`src/rtl/zcb_pkg.sv`:
```
package zcb_pkg;

  typedef struct packed {
    logic clrAcc;     // zero both accumulators
    logic loadCfg;    // copy staging registers to active
    logic applyProf;  // load selected offset
  } zcbStrobes_t;

  localparam logic [2:0] ADDR_CAR_FTW = 3'd0;
  localparam logic [2:0] ADDR_TRG_FTW = 3'd1;
  localparam logic [2:0] ADDR_MARK    = 3'd2;
  localparam logic [2:0] ADDR_SPACE   = 3'd3;
  localparam logic [2:0] ADDR_TRG_POW = 3'd4;

endpackage

```
`src/rtl/zcb_phase_acc.sv`:
```
module zcb_phase_acc #(
  parameter int ACC_W = 32,
  parameter int OFS_W = 14
) (
  input  logic             clk,
  input  logic             rst_n,
  input  logic             clr,
  input  logic [ACC_W-1:0] ftw,
  input  logic [OFS_W-1:0] ofs,
  output logic [ACC_W-1:0] accOut,
  output logic [ACC_W-1:0] phaseOut
);
  localparam int PAD_W = ACC_W - OFS_W;

  logic [ACC_W-1:0] accQ;

  always_ff @(posedge clk or negedge rst_n) begin
    if (!rst_n)   accQ <= '0;
    else if (clr) accQ <= '0;
    else          accQ <= accQ + ftw;
  end

  assign accOut   = accQ;
  assign phaseOut = accQ + {ofs, {PAD_W{1'b0}}};
endmodule

```
`src/rtl/zcb_ctrl.sv`:
```
module zcb_ctrl
  import zcb_pkg::*;
(
  input  logic        clk,
  input  logic        rst_n,
  input  logic        accClear,
  input  logic        trigMsb,
  output zcbStrobes_t strobes
);
  logic trgSync;
  logic trgPrev;
  logic updPulse;

  // two-stage capture of the trigger square wave into the core domain
  always_ff @(posedge clk or negedge rst_n) begin
    if (!rst_n) begin
      trgSync <= 1'b0;
      trgPrev <= 1'b0;
    end else if (accClear) begin
      trgSync <= 1'b0;
      trgPrev <= 1'b0;
    end else begin
      trgSync <= trigMsb;
      trgPrev <= trgSync;
    end
  end

  assign updPulse = trgSync & ~trgPrev;

  always_comb begin
    strobes           = '0;
    strobes.clrAcc    = accClear;
    strobes.loadCfg   = accClear | updPulse;
    strobes.applyProf = accClear | updPulse;
  end

  // an update only follows a captured high trigger level
  assert_update_from_rise_R4: assert property (@(posedge clk) disable iff (!rst_n)
    updPulse |-> ($past(trigMsb) && !$past(accClear)));

  // never two updates back to back
  assert_single_update_R6: assert property (@(posedge clk) disable iff (!rst_n)
    updPulse |=> !updPulse);
endmodule

```
`src/rtl/zcb_datapath.sv`:
```
module zcb_datapath
  import zcb_pkg::*;
#(
  parameter int ACC_W  = 32,
  parameter int OFS_W  = 14,
  parameter int OUT_W  = 16,
  parameter int ADDR_W = 3,
  parameter logic [OFS_W-1:0] MARK_RST = 14'h2000
) (
  input  logic              clk,
  input  logic              rst_n,
  input  logic              cfgWe,
  input  logic [ADDR_W-1:0] cfgAddr,
  input  logic [ACC_W-1:0]  cfgData,
  input  logic              profSel,
  input  zcbStrobes_t       strobes,
  output logic [OUT_W-1:0]  carPhase,
  output logic              trigMsb
);
  logic [ACC_W-1:0] carFtwStg, trgFtwStg;
  logic [OFS_W-1:0] markStg, spaceStg, trgPowStg;
  logic [ACC_W-1:0] carFtwAct, trgFtwAct;
  logic [OFS_W-1:0] trgPowAct, ofsAct;
  logic [ACC_W-1:0] carAcc, trgAcc, carPhaseFull, trgPhaseFull;

  // staging registers written by software
  always_ff @(posedge clk or negedge rst_n) begin
    if (!rst_n) begin
      carFtwStg <= '0;
      trgFtwStg <= '0;
      markStg   <= MARK_RST;
      spaceStg  <= '0;
      trgPowStg <= '0;
    end else if (cfgWe) begin
      case (cfgAddr)
        ADDR_CAR_FTW: carFtwStg <= cfgData;
        ADDR_TRG_FTW: trgFtwStg <= cfgData;
        ADDR_MARK:    markStg   <= cfgData[OFS_W-1:0];
        ADDR_SPACE:   spaceStg  <= cfgData[OFS_W-1:0];
        ADDR_TRG_POW: trgPowStg <= cfgData[OFS_W-1:0];
        default: ;
      endcase
    end
  end

  // active settings change only on a clear or an update
  always_ff @(posedge clk or negedge rst_n) begin
    if (!rst_n) begin
      carFtwAct <= '0;
      trgFtwAct <= '0;
      trgPowAct <= '0;
      ofsAct    <= '0;
    end else begin
      if (strobes.loadCfg) begin
        carFtwAct <= carFtwStg;
        trgFtwAct <= trgFtwStg;
        trgPowAct <= trgPowStg;
      end
      if (strobes.applyProf) ofsAct <= profSel ? markStg : spaceStg;
    end
  end

  zcb_phase_acc #(.ACC_W(ACC_W), .OFS_W(OFS_W)) u_carAcc (
    .clk(clk), .rst_n(rst_n), .clr(strobes.clrAcc), .ftw(carFtwAct),
    .ofs(ofsAct), .accOut(carAcc), .phaseOut(carPhaseFull));

  zcb_phase_acc #(.ACC_W(ACC_W), .OFS_W(OFS_W)) u_trgAcc (
    .clk(clk), .rst_n(rst_n), .clr(strobes.clrAcc), .ftw(trgFtwAct),
    .ofs(trgPowAct), .accOut(trgAcc), .phaseOut(trgPhaseFull));

  assign carPhase = carPhaseFull[ACC_W-1 -: OUT_W];
  assign trigMsb  = trgPhaseFull[ACC_W-1];

  // both accumulators start together from zero
  assert_clear_zero_R7: assert property (@(posedge clk) disable iff (!rst_n)
    strobes.clrAcc |=> (carAcc == '0 && trgAcc == '0));

  // offset held between updates
  assert_offset_hold_R6: assert property (@(posedge clk) disable iff (!rst_n)
    !strobes.applyProf |=> $stable(ofsAct));
endmodule

```
`src/rtl/zcb_mod_top.sv`:
```
module zcb_mod_top
  import zcb_pkg::*;
#(
  parameter int ACC_W  = 32,
  parameter int OFS_W  = 14,
  parameter int OUT_W  = 16,
  parameter int ADDR_W = 3
) (
  input  logic              clk,
  input  logic              rst_n,
  input  logic              cfgWe,
  input  logic [ADDR_W-1:0] cfgAddr,
  input  logic [ACC_W-1:0]  cfgData,
  input  logic              accClear,
  input  logic              profSel,
  output logic [OUT_W-1:0]  carPhase,
  output logic              trigOut
);
  localparam logic [OFS_W-1:0] MARK_RST = OFS_W'(1) << (OFS_W - 1);

  zcbStrobes_t strobes;
  logic        trigMsb;

  zcb_ctrl u_ctrl (
    .clk(clk), .rst_n(rst_n), .accClear(accClear),
    .trigMsb(trigMsb), .strobes(strobes));

  zcb_datapath #(
    .ACC_W(ACC_W), .OFS_W(OFS_W), .OUT_W(OUT_W), .ADDR_W(ADDR_W),
    .MARK_RST(MARK_RST)
  ) u_dp (
    .clk(clk), .rst_n(rst_n), .cfgWe(cfgWe), .cfgAddr(cfgAddr),
    .cfgData(cfgData), .profSel(profSel), .strobes(strobes),
    .carPhase(carPhase), .trigMsb(trigMsb));

  assign trigOut = trigMsb;
endmodule

```
`config.mk`:
```
export PLATFORM = sky130hd
export DESIGN_NAME = zcb_mod_top
export DESIGN_NICKNAME = d
export VERILOG_FILES = /design/src/rtl/zcb_pkg.sv /design/src/rtl/zcb_phase_acc.sv /design/src/rtl/zcb_ctrl.sv /design/src/rtl/zcb_datapath.sv /design/src/rtl/zcb_mod_top.sv
export SDC_FILE = /design/constraint.sdc
export NUM_CORES = 1
export LEC_CHECK = 0
export BUFFER_PORTS_ARGS = -buffer_cell sky130_fd_sc_hd__buf_2
export CORE_ASPECT_RATIO = 1.5
export CORE_MARGIN = 1
export CORE_UTILIZATION = 50
export DETAILED_ROUTE_END_ITERATION = 8
export PLACE_DENSITY_LB_ADDON = 0.1
export SYNTH_ARGS = -nofsm -noshare
export SYNTH_HDL_FRONTEND = slang
export SYNTH_SLANG_ARGS = --single-unit
```
`constraint.sdc`:
```
create_clock -name clk -period 3.78 [get_ports clk]
set_clock_uncertainty 0.05 [all_clocks]
set_input_delay 0.756 -clock clk [delete_from_list [all_inputs] [get_ports clk]]
set_output_delay 0.756 -clock clk [all_outputs]
set_load 0.1 [all_outputs]
```
Word level (Yosys, flattened, before mapping) --
Index checks and enable logic that the tools add are counted.
Storage, ports and cells: register bits after elaboration 264, bits of input ports 40, output and inout bits 17, logic and storage cells 35
Cells by class: $add $sub $neg 4, equal/unequal tests 4, mux-type cells 5, bitwise operators 3, reduce and logical (&&, ||, !) cells 6
Operators with widths (number):
- $add A32 B32 Y32 | 4
- $mux W32 | 2
- $mux W14 | 1
- $reduce_and A2 Y1 | 5
- $eq A3 B2 Y1 const B | 2
- $eq A3 B1 Y1 const B | 1
- $eq A3 B3 Y1 const B | 1
- $logic_not A3 Y1 | 1
- $mux W1 | 2
- $and A1 B1 Y1 | 1
- $not A1 Y1 | 1
- $or A1 B1 Y1 | 1

Depth between registers and ports, before layout --
Gate-level depths: netlist (run 1).
depth after elaboration 3, gate-level depth with buffers 10, depth with buffers taken out 10

Cells and area by module --
A second synthesis (run 1) with hierarchy kept.
Second synthesis, totals: cell total of the unflattened synthesis 1278, area total of the unflattened synthesis 14430.1 um^2
Modules (own cells, without submodules):
- zcb_datapath | instances 1, cells an instance 455, area each 7542.2 um^2, sequential area each 4956.0 um^2
- zcb_phase_acc (u_dp.u_carAcc) | instances 1, cells an instance 422, area each 3505.9 um^2, sequential area each 800.8 um^2
- zcb_phase_acc (u_dp.u_trgAcc) | instances 1, cells an instance 393, area each 3293.2 um^2, sequential area each 800.8 um^2
- zcb_ctrl | instances 1, cells an instance 8, area each 88.8 um^2, sequential area each 50.0 um^2

Worst setup path before layout (run 1) --
No wires, ideal clock.
path type reg-to-output, start point register u_dp.u_carAcc.accQ[18], in the netlist u_dp.u_carAcc.accOut[18], end point output carPhase[14], data arrival time 3.172 ns, required time 2.974 ns, slack -0.198 ns, cell stages (with the launch flop) 10, path buffers 0, path through dfrtp_1 > ha_1 > fa_1 > a21oi_1 > o21ai_0 > o41a_1 > nand3_1 > a21boi_0 > o41ai_1 > xnor2_1
Between the ends: cells in the longest elaborated chain, start to end 1
RTL lines:
- start, declared | RTL line zcb_phase_acc.sv:15 | logic [ACC_W-1:0] accQ;
- start signal, assigned | RTL line zcb_phase_acc.sv:20 | else accQ <= accQ + ftw;
- $add A32 B32 Y32 | RTL line zcb_phase_acc.sv:24 | assign phaseOut = accQ + {ofs, {PAD_W{1'b0}}};
- end, declared | RTL line zcb_mod_top.sv:16 | output logic [OUT_W-1:0] carPhase,
No other way between the ends.

Final worst setup path (run 1) --
start point register u_dp.ofsAct[0], end point output carPhase[14]
Between the ends: cells in the longest elaborated chain, start to end 1
RTL lines:
- start, declared | RTL line zcb_datapath.sv:23 | logic [OFS_W-1:0] trgPowAct, ofsAct;
- start signal, assigned | RTL line zcb_datapath.sv:59 | if (strobes.applyProf) ofsAct <= profSel ? markStg : spaceStg;
- $add A32 B32 Y32 | RTL line zcb_phase_acc.sv:24
No other way between the ends.

==> results.ini, run 1 <==
[grt]
grt_use_total = 0.2405
overflow = 0
grt_max_degree = 80
grt_pass1_wl_um = 51570
antenna_found_initial = 0
grt_pass1_vias = 9575

[clock_tree]
clk_path_buf_depth = 3
cts_sinks = 264
clk_latency_ps = 550
htreeDepth = 1
cts-buffers-inserted = 26
root_buffer = clkbuf_16
clk_pin_slew_ps = 60
cts_tree = done

[final_layout]
final_cells = 1624
mostFrequentLayoutCells = dfrtp_1, mux2_2, nor2_1
areaGrowthSynthToFinish_pct = 12.55
drive_gt1_frac = 0.2748
nNetsFinal = 1391
mostFrequentLayoutCell = dfrtp_1

[drt]
wl_per_cell_um = 20.15
drtIter0Drc = 343
viasPerCell = 5.817
drc_errors = 0
drtPass1Iterations = 4
ant_nets = 0
routed_wl_um = 32730
num_vias = 9446

[outcome]
status = complete, no violations

[floorplan]
die_width_um = 137.8
start_util = 0.5081
row_count = 74
core_sq_um = 27220
die_area_sq_um = 28340
ios = 57
fp.dieH_um = 205.7

[synthesis]
avgSynthCellArea_sq_um = 11.47
syn_area_sq_um = 13830
synth-seq-cells = 264
syn_inst = 1206
yosys_warnings = 0
synthArstFlopShare = 1.000
synth-edff-count = 0
yosysTopAreaCell = dfrtp_1
yosysSeqAreaShare = 0.4777
synth_area_leaders = dfrtp_1, mux2_2, ha_1
synth_flop_cell = dfrtp_1
synth_top_area_share = 0.4758
synth_nets = 1336
yosysUniqueCellTypes = 76

[power]
peakVddDrop_mv = 0.9566
p_leak_nw = 7.096
p_total_mw = 14.14
cellPowerDensity_nw_per_um2 = 908.3

[min_path]
hp-class = in -> async

[sta]
period_needed_ps = 3685
layout_setup_ws_ps = 94.68
drv_slew = 0
relSlewSlack = 0.3492
setup_violations = 0
max_clock_freq_mhz = 271.3
rsz0062_at_grt = true
hold_viol_final = 0
fin_crit_sh = 0.9750
tightest_slew_ps = 976.2

[place]
dp_slack_ps = 163.0
routabilityCongestion = 0.8855
hpwlAfterDp_um = 23870
dp_cells = 1571
numPortBuffers = 56

[critical_path]
critical_path.max_fanout = 2
cp-end-kind = output pin
crit_type = reg -> out
cp.required_ps = 2970
crit_path_start_kind = flip-flop
cp_data_arrival_time_ps = 2880

[run]
max-cap-violations = 0

synth_stat cells (all sizes together) (6+ instances only):
library cell / n
dfrtp: 263
mux2: 196
nor2: 95
ha: 87
nand2: 68
a21oi: 67
o21ai: 57
clkbuf: 33
a21o: 29
xnor2: 28
xor2: 21
nor2b: 20
nor3: 20
inv: 18
o21a: 18
a211oi: 16
mux2i: 15
nand3: 15
buf: 11
nand4: 10
nand2b: 9
a31oi: 8
o21bai: 8
and3: 7
o31ai: 6
worst max-delay path, cell delays in order, from the launching register on:
cell	delay [ps]
dfrtp_1	380
ha_2	200
fa_2	360
a21oi_2	170
o21ai_2	70
o41a_1	360
nand3_2	90
a21boi_2	80
o41ai_4	270
xnor2_2	170
buf_12	200
power by group:
part | leakage, nW | switching [mW] | internal, mW | total [mW]
sequential | 3.24 | 0.616 | 3.74 | 4.36
clock | 0.412 | 1.12 | 1.52 | 2.64
combinational | 3.45 | 4.39 | 2.75 | 7.14
total | 7.10 | 6.12 | 8.02 | 14.1
cells by family (layout without fill, tap and decap cells):
kind of cell | count (synthesis) | in the layout | share of synthesized area
mux | 211 | 211 | 0.1704
xor+xnor | 49 | 49 | 0.03103
compound gates | 262 | 262 | 0.1286
flops | 264 | 264 | 0.4777
simple gates | 268 | 268 | 0.09146
buf+inv | 62 | 137 | 0.01764
other cells | 0 | 1 | 0
fa+ha+maj | 90 | 90 | 0.08305
metrics by stage:
| stage | cell area, sq um | hold slack (ps) | utilization | setup TNS, ps |
|---|---|---|---|---|
| 2_1_floorplan | 13850 | 403.8 | - | 0 |
| 6_report | 15570 | 144.3 | 0.5718 | 0 |
| 3_5_place_dp | 14590 | 427.4 | 0.5361 | 0 |
| 4_1_cts | 15540 | 162.5 | 0.5708 | -108.6 |
| 5_1_grt | 15560 | 181.7 | 0.5718 | -13.71 |
| 3_3_place_gp | 14590 | 418.9 | 0.5361 | 0 |
what timing repair did:
item / 4_1_cts / 5_1_grt
hold buffers: 0 / 0
endpoints found under the setup margin: 5 / 4
pin swaps: 9 / 6
buffers inserted: 4 / 0
resized for setup: 13 / 9
worst paths after layout:
kind / start / end / slack, ps / cells past startpoint
worst max-delay path: u_dp.ofsAct[0]$_DFFE_PN0P_ / carPhase[14] / 90 / 10
worst min-delay path: rst_n / u_dp.markStg[9]$_DFFE_PN0P_ / 140 / 1
worst max register to register: u_dp.trgFtwAct[0]$_DFFE_PN0P_ / u_dp.u_trgAcc.accOut[30]$_DFF_PN0_ / 750 / 10
worst min register to register: u_dp.ofsAct[11]$_DFFE_PN0P_ / u_dp.ofsAct[11]$_DFFE_PN0P_ / 430 / 2
max in group asynchronous: rst_n / u_dp.markStg[12]$_DFFE_PN0P_ / 2690 / 2
min in group clk: cfgData[24] / u_dp.carFtwStg[24]$_DFFE_PN0P_ / 410 / 2
final cells by class:
type,instances,area (sq um)
well taps,342,427.9
inverters,18,67.56
multi-input cells,880,7081
diodes,1,2.502
flip-flops and latches,264,6608
repair buffers,71,514.2
clock inverters,13,161.4
fillers,2352,11650
clock buffers,35,704.4
state kept, by name, indices dropped and copies added (netlist names):
name / flops
u_dp.ofsAct: 14
u_dp.carFtwAct: 32
u_dp.trgPowStg: 14
u_dp.u_trgAcc.accOut: 32
u_dp.u_carAcc.accOut: 32
u_dp.spaceStg: 14
u_ctrl.trgPrev: 1
u_dp.trgPowAct: 14
u_dp.carFtwStg: 32
u_dp.trgFtwStg: 32
u_dp.markStg: 14
u_dp.trgFtwAct: 32
u_ctrl.trgSync: 1
layer usage:
layer | GRT usage | up-vias | wire length [um]
met4 | 0.1052 | 0 | 1360
met2 | 0.4316 | 140 | 17160
met5 | 0 | - | 0
met3 | 0.02636 | 64 | 987
li1 | - | 4503 | -
met1 | 0.2862 | 4739 | 13220
Power figures use the tool's default switching activity.
==> run 2: changes to the inputs <==
--- a/config.mk
+++ b/config.mk
@@ -9,8 +9,10 @@
 export CORE_ASPECT_RATIO = 1.5
 export CORE_MARGIN = 1
 export CORE_UTILIZATION = 50
+export CTS_BUF_LIST = sky130_fd_sc_hd__clkbuf_4 sky130_fd_sc_hd__clkbuf_8
 export DETAILED_ROUTE_END_ITERATION = 8
 export PLACE_DENSITY_LB_ADDON = 0.1
+export SKIP_CTS_REPAIR_TIMING = 1
 export SYNTH_ARGS = -nofsm -noshare
 export SYNTH_HDL_FRONTEND = slang
 export SYNTH_SLANG_ARGS = --single-unit
==> run 2 against run 1 <==
Against the previous run:
- the run now ends with negative setup slack left
- sequential cell count stayed put
- global-route usage hardly changed
- design area is 0.42% higher
- routed wire length hardly changed
- clock power is 2% higher
- core utilization is 0.24 points higher
- maximum frequency is 6.1% lower
- critical endpoint unchanged
- largest power group unchanged
==> results.ini, run 2 (synthesis results as in run 1) <==
[drt]
routed_wl_um = 32750  ; was 32,730 um
wl_per_cell_um = 19.86  ; was 20.15 um
drtPass1Iterations = 4  ; unchanged
drtIter0Drc = 364  ; was 343
drc_errors = 0  ; unchanged
viasPerCell = 5.750  ; was 5.817
num_vias = 9482  ; was 9,446
ant_nets = 0  ; unchanged

[power]
p_sw_mw = 6.163  ; was 6.123 mW
p_leak_nw = 7.173  ; was 7.096 nW
power.internal_mw = 8.024  ; was 8.016 mW
power.share.sequential = 0.307  ; was 0.308
cellPowerDensity_nw_per_um2 = 907.6  ; was 908.3 nW/um^2
peakVddDrop_mv = 0.9654  ; was 0.9566 mV
clkPwrFrac = 0.190  ; was 0.187
swShare = 0.4344  ; was 0.4331
pwr-share-comb = 0.503  ; was 0.505

[clock_tree]
cts_tree = done  ; unchanged
clk_latency_ps = 580  ; was 550 ps
htreeDepth = 2  ; was 1
clk_path_buf_depth = 3  ; unchanged
root_buffer = clkbuf_8  ; was clkbuf_16
cts_sinks = 264  ; unchanged
cts-buffers-inserted = 42  ; was 26
clk_pin_slew_ps = 60  ; about the same

[final_layout]
drive_gt1_frac = 0.2930  ; was 0.2748
mostFrequentLayoutCells = dfrtp_1, mux2_2, nor2_1  ; unchanged
fillers = 2388  ; was 2,352
final_cell_area_sq_um = 15630  ; was 15,570 sq um
areaGrowthSynthToFinish_pct = 13.02  ; was 12.55%
postLayoutCoreUtil = 0.5742  ; was 0.5718
insertedDiodeCount = 0  ; was 1
mostFrequentLayoutCell = dfrtp_1  ; unchanged
ff_latch_area_sq_um = 6608  ; unchanged
multi_input_area_sq_um = 7084  ; was 7081 sq um
nNetsFinal = 1407  ; was 1,391

[min_path]
hp-class = in -> async  ; unchanged

[place]
dp_slack_ps = 163.0  ; unchanged
hpwlAfterDp_um = 23870  ; unchanged
numPortBuffers = 56  ; unchanged
routabilityCongestion = 0.8855  ; unchanged
placedInstanceArea_sq_um = 14590  ; unchanged

[run]
max-cap-violations = 0  ; unchanged

[sta]
period_needed_ps = 3924  ; was 3685 ps
relSlewSlack = 0.3630  ; was 0.3492
max_clock_freq_mhz = 254.8  ; was 271.3 MHz
tightest_slew_ps = 955.5  ; was 976.2 ps
layout_setup_ws_ps = -143.9  ; was 94.68 ps
rsz0062_at_grt = true  ; unchanged
hold_viol_final = 0  ; unchanged
fin_hold_ws_ps = 130.8  ; was 144.3 ps
drv_slew = 0  ; unchanged
setup_violations = 1  ; was 0
fin_crit_sh = 1.038  ; was 0.9750

[grt]
grt_max_degree = 80  ; unchanged
grt_pass1_wl_um = 51250  ; was 51,570 um
overflow = 0  ; unchanged
grt_pass1_vias = 9599  ; was 9,575
grt_use_total = 0.2405  ; about the same
antenna_found_initial = 1  ; was 0

[outcome]
status = complete, but fails checks  ; was complete, no violations
violations = negative setup slack

[critical_path]
crit_path_start_kind = flip-flop  ; unchanged
cp-end-kind = output pin  ; unchanged
r2r-end = u_dp.u_trgAcc.accOut[30]$_DFF_PN0_  ; unchanged
cp_data_arrival_time_ps = 3120  ; was 2880 ps
r2r_cells = 10  ; unchanged
crit_type = reg -> out  ; unchanged
r2r_setup_slack_ps = 750  ; about the same
critical_path.max_fanout = 3  ; was 2
cp.required_ps = 2970  ; about the same
reg2reg_from = u_dp.trgFtwAct[0]$_DFFE_PN0P_  ; unchanged

[floorplan]
ios = 57  ; unchanged
fp.dieH_um = 205.7  ; unchanged
die_area_sq_um = 28340  ; unchanged
core_sq_um = 27220  ; unchanged
die_width_um = 137.8  ; unchanged
start_util = 0.5081  ; unchanged
row_count = 74  ; unchanged

run 2: changes by cell type in the layout (fill, tap and decap cells not counted), sizes merged:
cell	before	now
diode	1	0
inv	18	19
clkinvlp	4	3
clkbuf	36	58
buf	70	71
clkinv	6	9
run 2: cell type report:
cell class                 count  area share
multi-input combinational    880      0.4532
sequential                   264      0.4227
clock buffer                  58     0.04907
timing repair buffer          71     0.03266
tap                          342     0.02738
clock inverter                16     0.01065
inverter                      18    0.004322
run 2: worst max-delay path, cell delays in order, from the launching register on:
cell      delay, ps
dfrtp_1         410
ha_4            180
fa_2            370
a21oi_2         180
o21ai_2          90
o41a_1          400
nand3_1         120
a21boi_2         80
o41ai_4         350
xnor2_2         180
buf_12          200
run 2: power groups by stage:
stage / logic, mW / clock network, mW / registers [mW]
detailed placement: 6.97 / 0 / 4.43
global placement: 6.92 / 0 / 4.40
finish: 7.14 / 2.69 / 4.36
global route: 7.80 / 2.89 / 4.46
CTS: 7.02 / 2.77 / 4.38
floorplan: 5.71 / 0 / 4.11
run 2: per-layer routing:
metal	wire length, um	part of all wire	up-vias	global-route usage
met3	1018	0.031	66	0.03572
li1	-	-	4529	-
met2	17210	0.53	155	0.4334
met5	0	0	-	0
met1	13340	0.41	4732	0.2818
met4	1185	0.036	0	0.09744
run 2: through the flow:
stage	setup TNS [ps]	instances	power (mW)
2_1_floorplan	0	1206	9.829
3_3_place_gp	0	1571	11.32
3_5_place_dp	0	1571	11.40
4_1_cts	-1026	1645	14.17
5_1_grt	-465.9	1649	15.14
6_report	-143.9	1649	14.19
run 2: worst max-delay path by stage:
stage,from,to,slack [ps],cells after the start
3_3_place_gp,u_dp.u_carAcc.accOut[18]$_DFF_PN0_,carPhase[14],220,10
6_report,u_dp.ofsAct[0]$_DFFE_PN0P_,carPhase[14],-140,10
4_1_cts,u_dp.u_carAcc.accOut[18]$_DFF_PN0_,carPhase[14],-470,10
3_5_place_dp,u_dp.u_carAcc.accOut[18]$_DFF_PN0_,carPhase[14],160,10
5_1_grt,u_dp.ofsAct[0]$_DFFE_PN0P_,carPhase[14],-250,10
2_1_floorplan,u_dp.u_carAcc.accOut[20]$_DFF_PN0_,carPhase[13],10,7
==> run 3: changes to the inputs <==
==> constraint.sdc (replaced) <==
create_clock -name clk -period 4.77 [get_ports clk]
set_clock_uncertainty 0.05 [all_clocks]
set_input_delay 0.954 -clock clk [delete_from_list [all_inputs] [get_ports clk]]
set_output_delay 0.954 -clock clk [all_outputs]
set_load 0.1 [all_outputs]
==> run 3 against run 2 <==
Against the previous run:
- clock power is 23% lower
- largest power group unchanged
- largest cell class unchanged
- critical path type unchanged
- sequential power is 21% lower
- register-to-register slack better by 950 ps
- worst setup slack better by 450 ps
- the flow now finishes without violations
==> results.ini, run 3 (synthesis results as in run 1) <==
[drt]
drtIter0Drc = 346  ; was 364
viasPerCell = 5.781  ; was 5.750
wl_met2_um = 17760  ; was 17,210 um
num_vias = 9538  ; was 9,482
routed_wl_um = 33330  ; was 32,750 um
ant_nets = 0  ; unchanged
highest_layer = met4  ; unchanged
wl_met1_um = 13350  ; was 13,340 um
drtPass1Iterations = 5  ; was 4
wl_per_cell_um = 20.20  ; was 19.86 um
wl_met3_um = 935  ; was 1018 um
drc_errors = 0  ; unchanged

[critical_path]
crit_chain = ha_1 -> fa_1 -> a21oi_1 -> o21ai_0 -> o41a_1 -> nand3_1 -> a21boi_0 -> o41ai_1 -> xnor2_1 -> buf_2  ; was ha_4 -> fa_2 -> a21oi_2 -> o21ai_2 -> o41a_1 -> nand3_1 -> a21boi_2 -> o41ai_4 -> xnor2_2 -> buf_12
slowest_delay_ps = 440  ; was 410 ps
cp.required_ps = 3770  ; was 2970 ps
crit_path_start_kind = flip-flop  ; unchanged
cp_data_arrival_time_ps = 3460  ; was 3120 ps
cp-end-kind = output pin  ; unchanged
crit_type = reg -> out  ; unchanged
critical_path.max_fanout = 3  ; unchanged
critPathSlowestCell = buf_2  ; was dfrtp_1

[final_layout]
insertedDiodeCount = 0  ; unchanged
areaGrowthSynthToFinish_pct = 11.70  ; was 13.02%
mostFrequentLayoutCells = dfrtp_1, mux2_2, nor2_1  ; unchanged
nNetsFinal = 1408  ; was 1,407
fillers = 2411  ; was 2,388
drive_gt1_frac = 0.2844  ; was 0.2930
mostFrequentLayoutCell = dfrtp_1  ; unchanged

[clock_tree]
cts_sinks = 264  ; unchanged
htreeDepth = 2  ; unchanged
clk_pin_slew_ps = 60  ; about the same
root_buffer = clkbuf_8  ; unchanged
cts_tree = done  ; unchanged
clk_latency_ps = 590  ; was 580 ps
clk_path_buf_depth = 3  ; unchanged
cts-buffers-inserted = 43  ; was 42

[power]
peakVddDrop_mv = 1.279  ; was 0.9654 mV
cellPowerDensity_nw_per_um2 = 712.1  ; was 907.6 nW/um^2
p_leak_nw = 7.105  ; was 7.173 nW

[sta]
drv_slew = 0  ; unchanged
tightest_slew_ps = 1066  ; was 955.5 ps
max_clock_freq_mhz = 224.2
rsz0062_at_grt = false  ; was true
setup_violations = 0  ; was 1
relSlewSlack = 0.2877  ; was 0.3630
period_needed_ps = 4460
fin_tns_setup_ps = 0  ; was -143.9 ps
hold_viol_final = 0  ; unchanged
fin_hold_ws_ps = 357.4  ; was 130.8 ps
fin_crit_sh = 0.9351

[floorplan]
die_area_sq_um = 28340  ; unchanged
fp.dieH_um = 205.7  ; unchanged
ios = 57  ; unchanged
core_sq_um = 27220  ; unchanged
start_util = 0.5081  ; unchanged
row_count = 74  ; unchanged
die_width_um = 137.8  ; unchanged

[grt]
overflow = 0  ; unchanged
grt_pass1_wl_um = 52630  ; was 51,250 um
grt_max_degree = 108  ; was 80
grt_use_total = 0.2484  ; was 0.2405
antenna_found_initial = 0  ; was 1
grt_pass1_vias = 9814  ; was 9,599

[place]
routabilityCongestion = 0.9172  ; was 0.8855
hpwlAfterDp_um = 24260  ; was 23,870 um
numPortBuffers = 56  ; unchanged

[min_path]
hp-class = in -> async  ; unchanged

[run]
max-cap-violations = 0  ; unchanged

[outcome]
status = complete, no violations  ; was complete, but fails checks

[run 3: stage by stage]
stage / utilization / instances / area [sq um] / total power, mW / worst slack, ps
after floorplan: - / 1206 / 13830 / 7.760 / 593.7
after global placement: 0.5338 / 1575 / 14530 / 8.874 / 925.0
after detailed placement: 0.5338 / 1575 / 14530 / 8.946 / 923.9
after CTS: 0.5675 / 1650 / 15450 / 11.09 / 288.3
after global routing: 0.5675 / 1650 / 15450 / 11.77 / 111.3
final: 0.5675 / 1650 / 15450 / 11.00 / 309.7
[run 3: critical path: cells and delay by family (launching register included)]
family	cells	cell delay, ps
flip-flops	1	390
AO/OA/AOI/OAI	5	1150
XOR/XNOR	1	160
buffers and inverters	1	440
adder cells (fa/ha/maj)	2	650
AND/OR/NAND/NOR	1	90
[run 3: final timing paths]
path | slack [ps] | startpoint | depth (start not counted) | end
hold / removal | 360 | rst_n | 1 | u_dp.carFtwAct[25]$_DFFE_PN0P_
max in group asynchronous | 3330 | rst_n | 2 | u_dp.carFtwAct[10]$_DFFE_PN0P_
hold reg to reg | 440 | u_dp.ofsAct[0]$_DFFE_PN0P_ | 2 | u_dp.ofsAct[0]$_DFFE_PN0P_
min in group clk | 440 | u_dp.ofsAct[0]$_DFFE_PN0P_ | 2 | u_dp.ofsAct[0]$_DFFE_PN0P_
setup / recovery | 310 | u_dp.u_carAcc.accOut[18]$_DFF_PN0_ | 10 | carPhase[14]
setup reg to reg | 1700 | u_dp.trgFtwAct[0]$_DFFE_PN0P_ | 10 | u_dp.u_trgAcc.accOut[28]$_DFF_PN0_
[run 3: routing by layer]
layer	vias to the layer above	track usage
li1	4536	-
met1	4778	0.2806
met2	163	0.4584
met3	61	0.03720
met4	0	0.1013
met5	-	0
[run 3: cell type report]
class,instances,area (sq um),share of cell area
Clock inverter,8,82.58,0.005345
Timing Repair Buffer,71,427.9,0.02770
Sequential cell,264,6608,0.4277
Multi-Input combinational cell,880,7000,0.4531
Clock buffer,67,834.6,0.05402
Tap cell,342,427.9,0.02770
Inverter,18,67.56,0.004374
[run 3: power breakdown]
group          switching [mW]  internal [mW]
registers               0.486           2.97
clock network           0.913           1.17
logic                    3.43           2.03
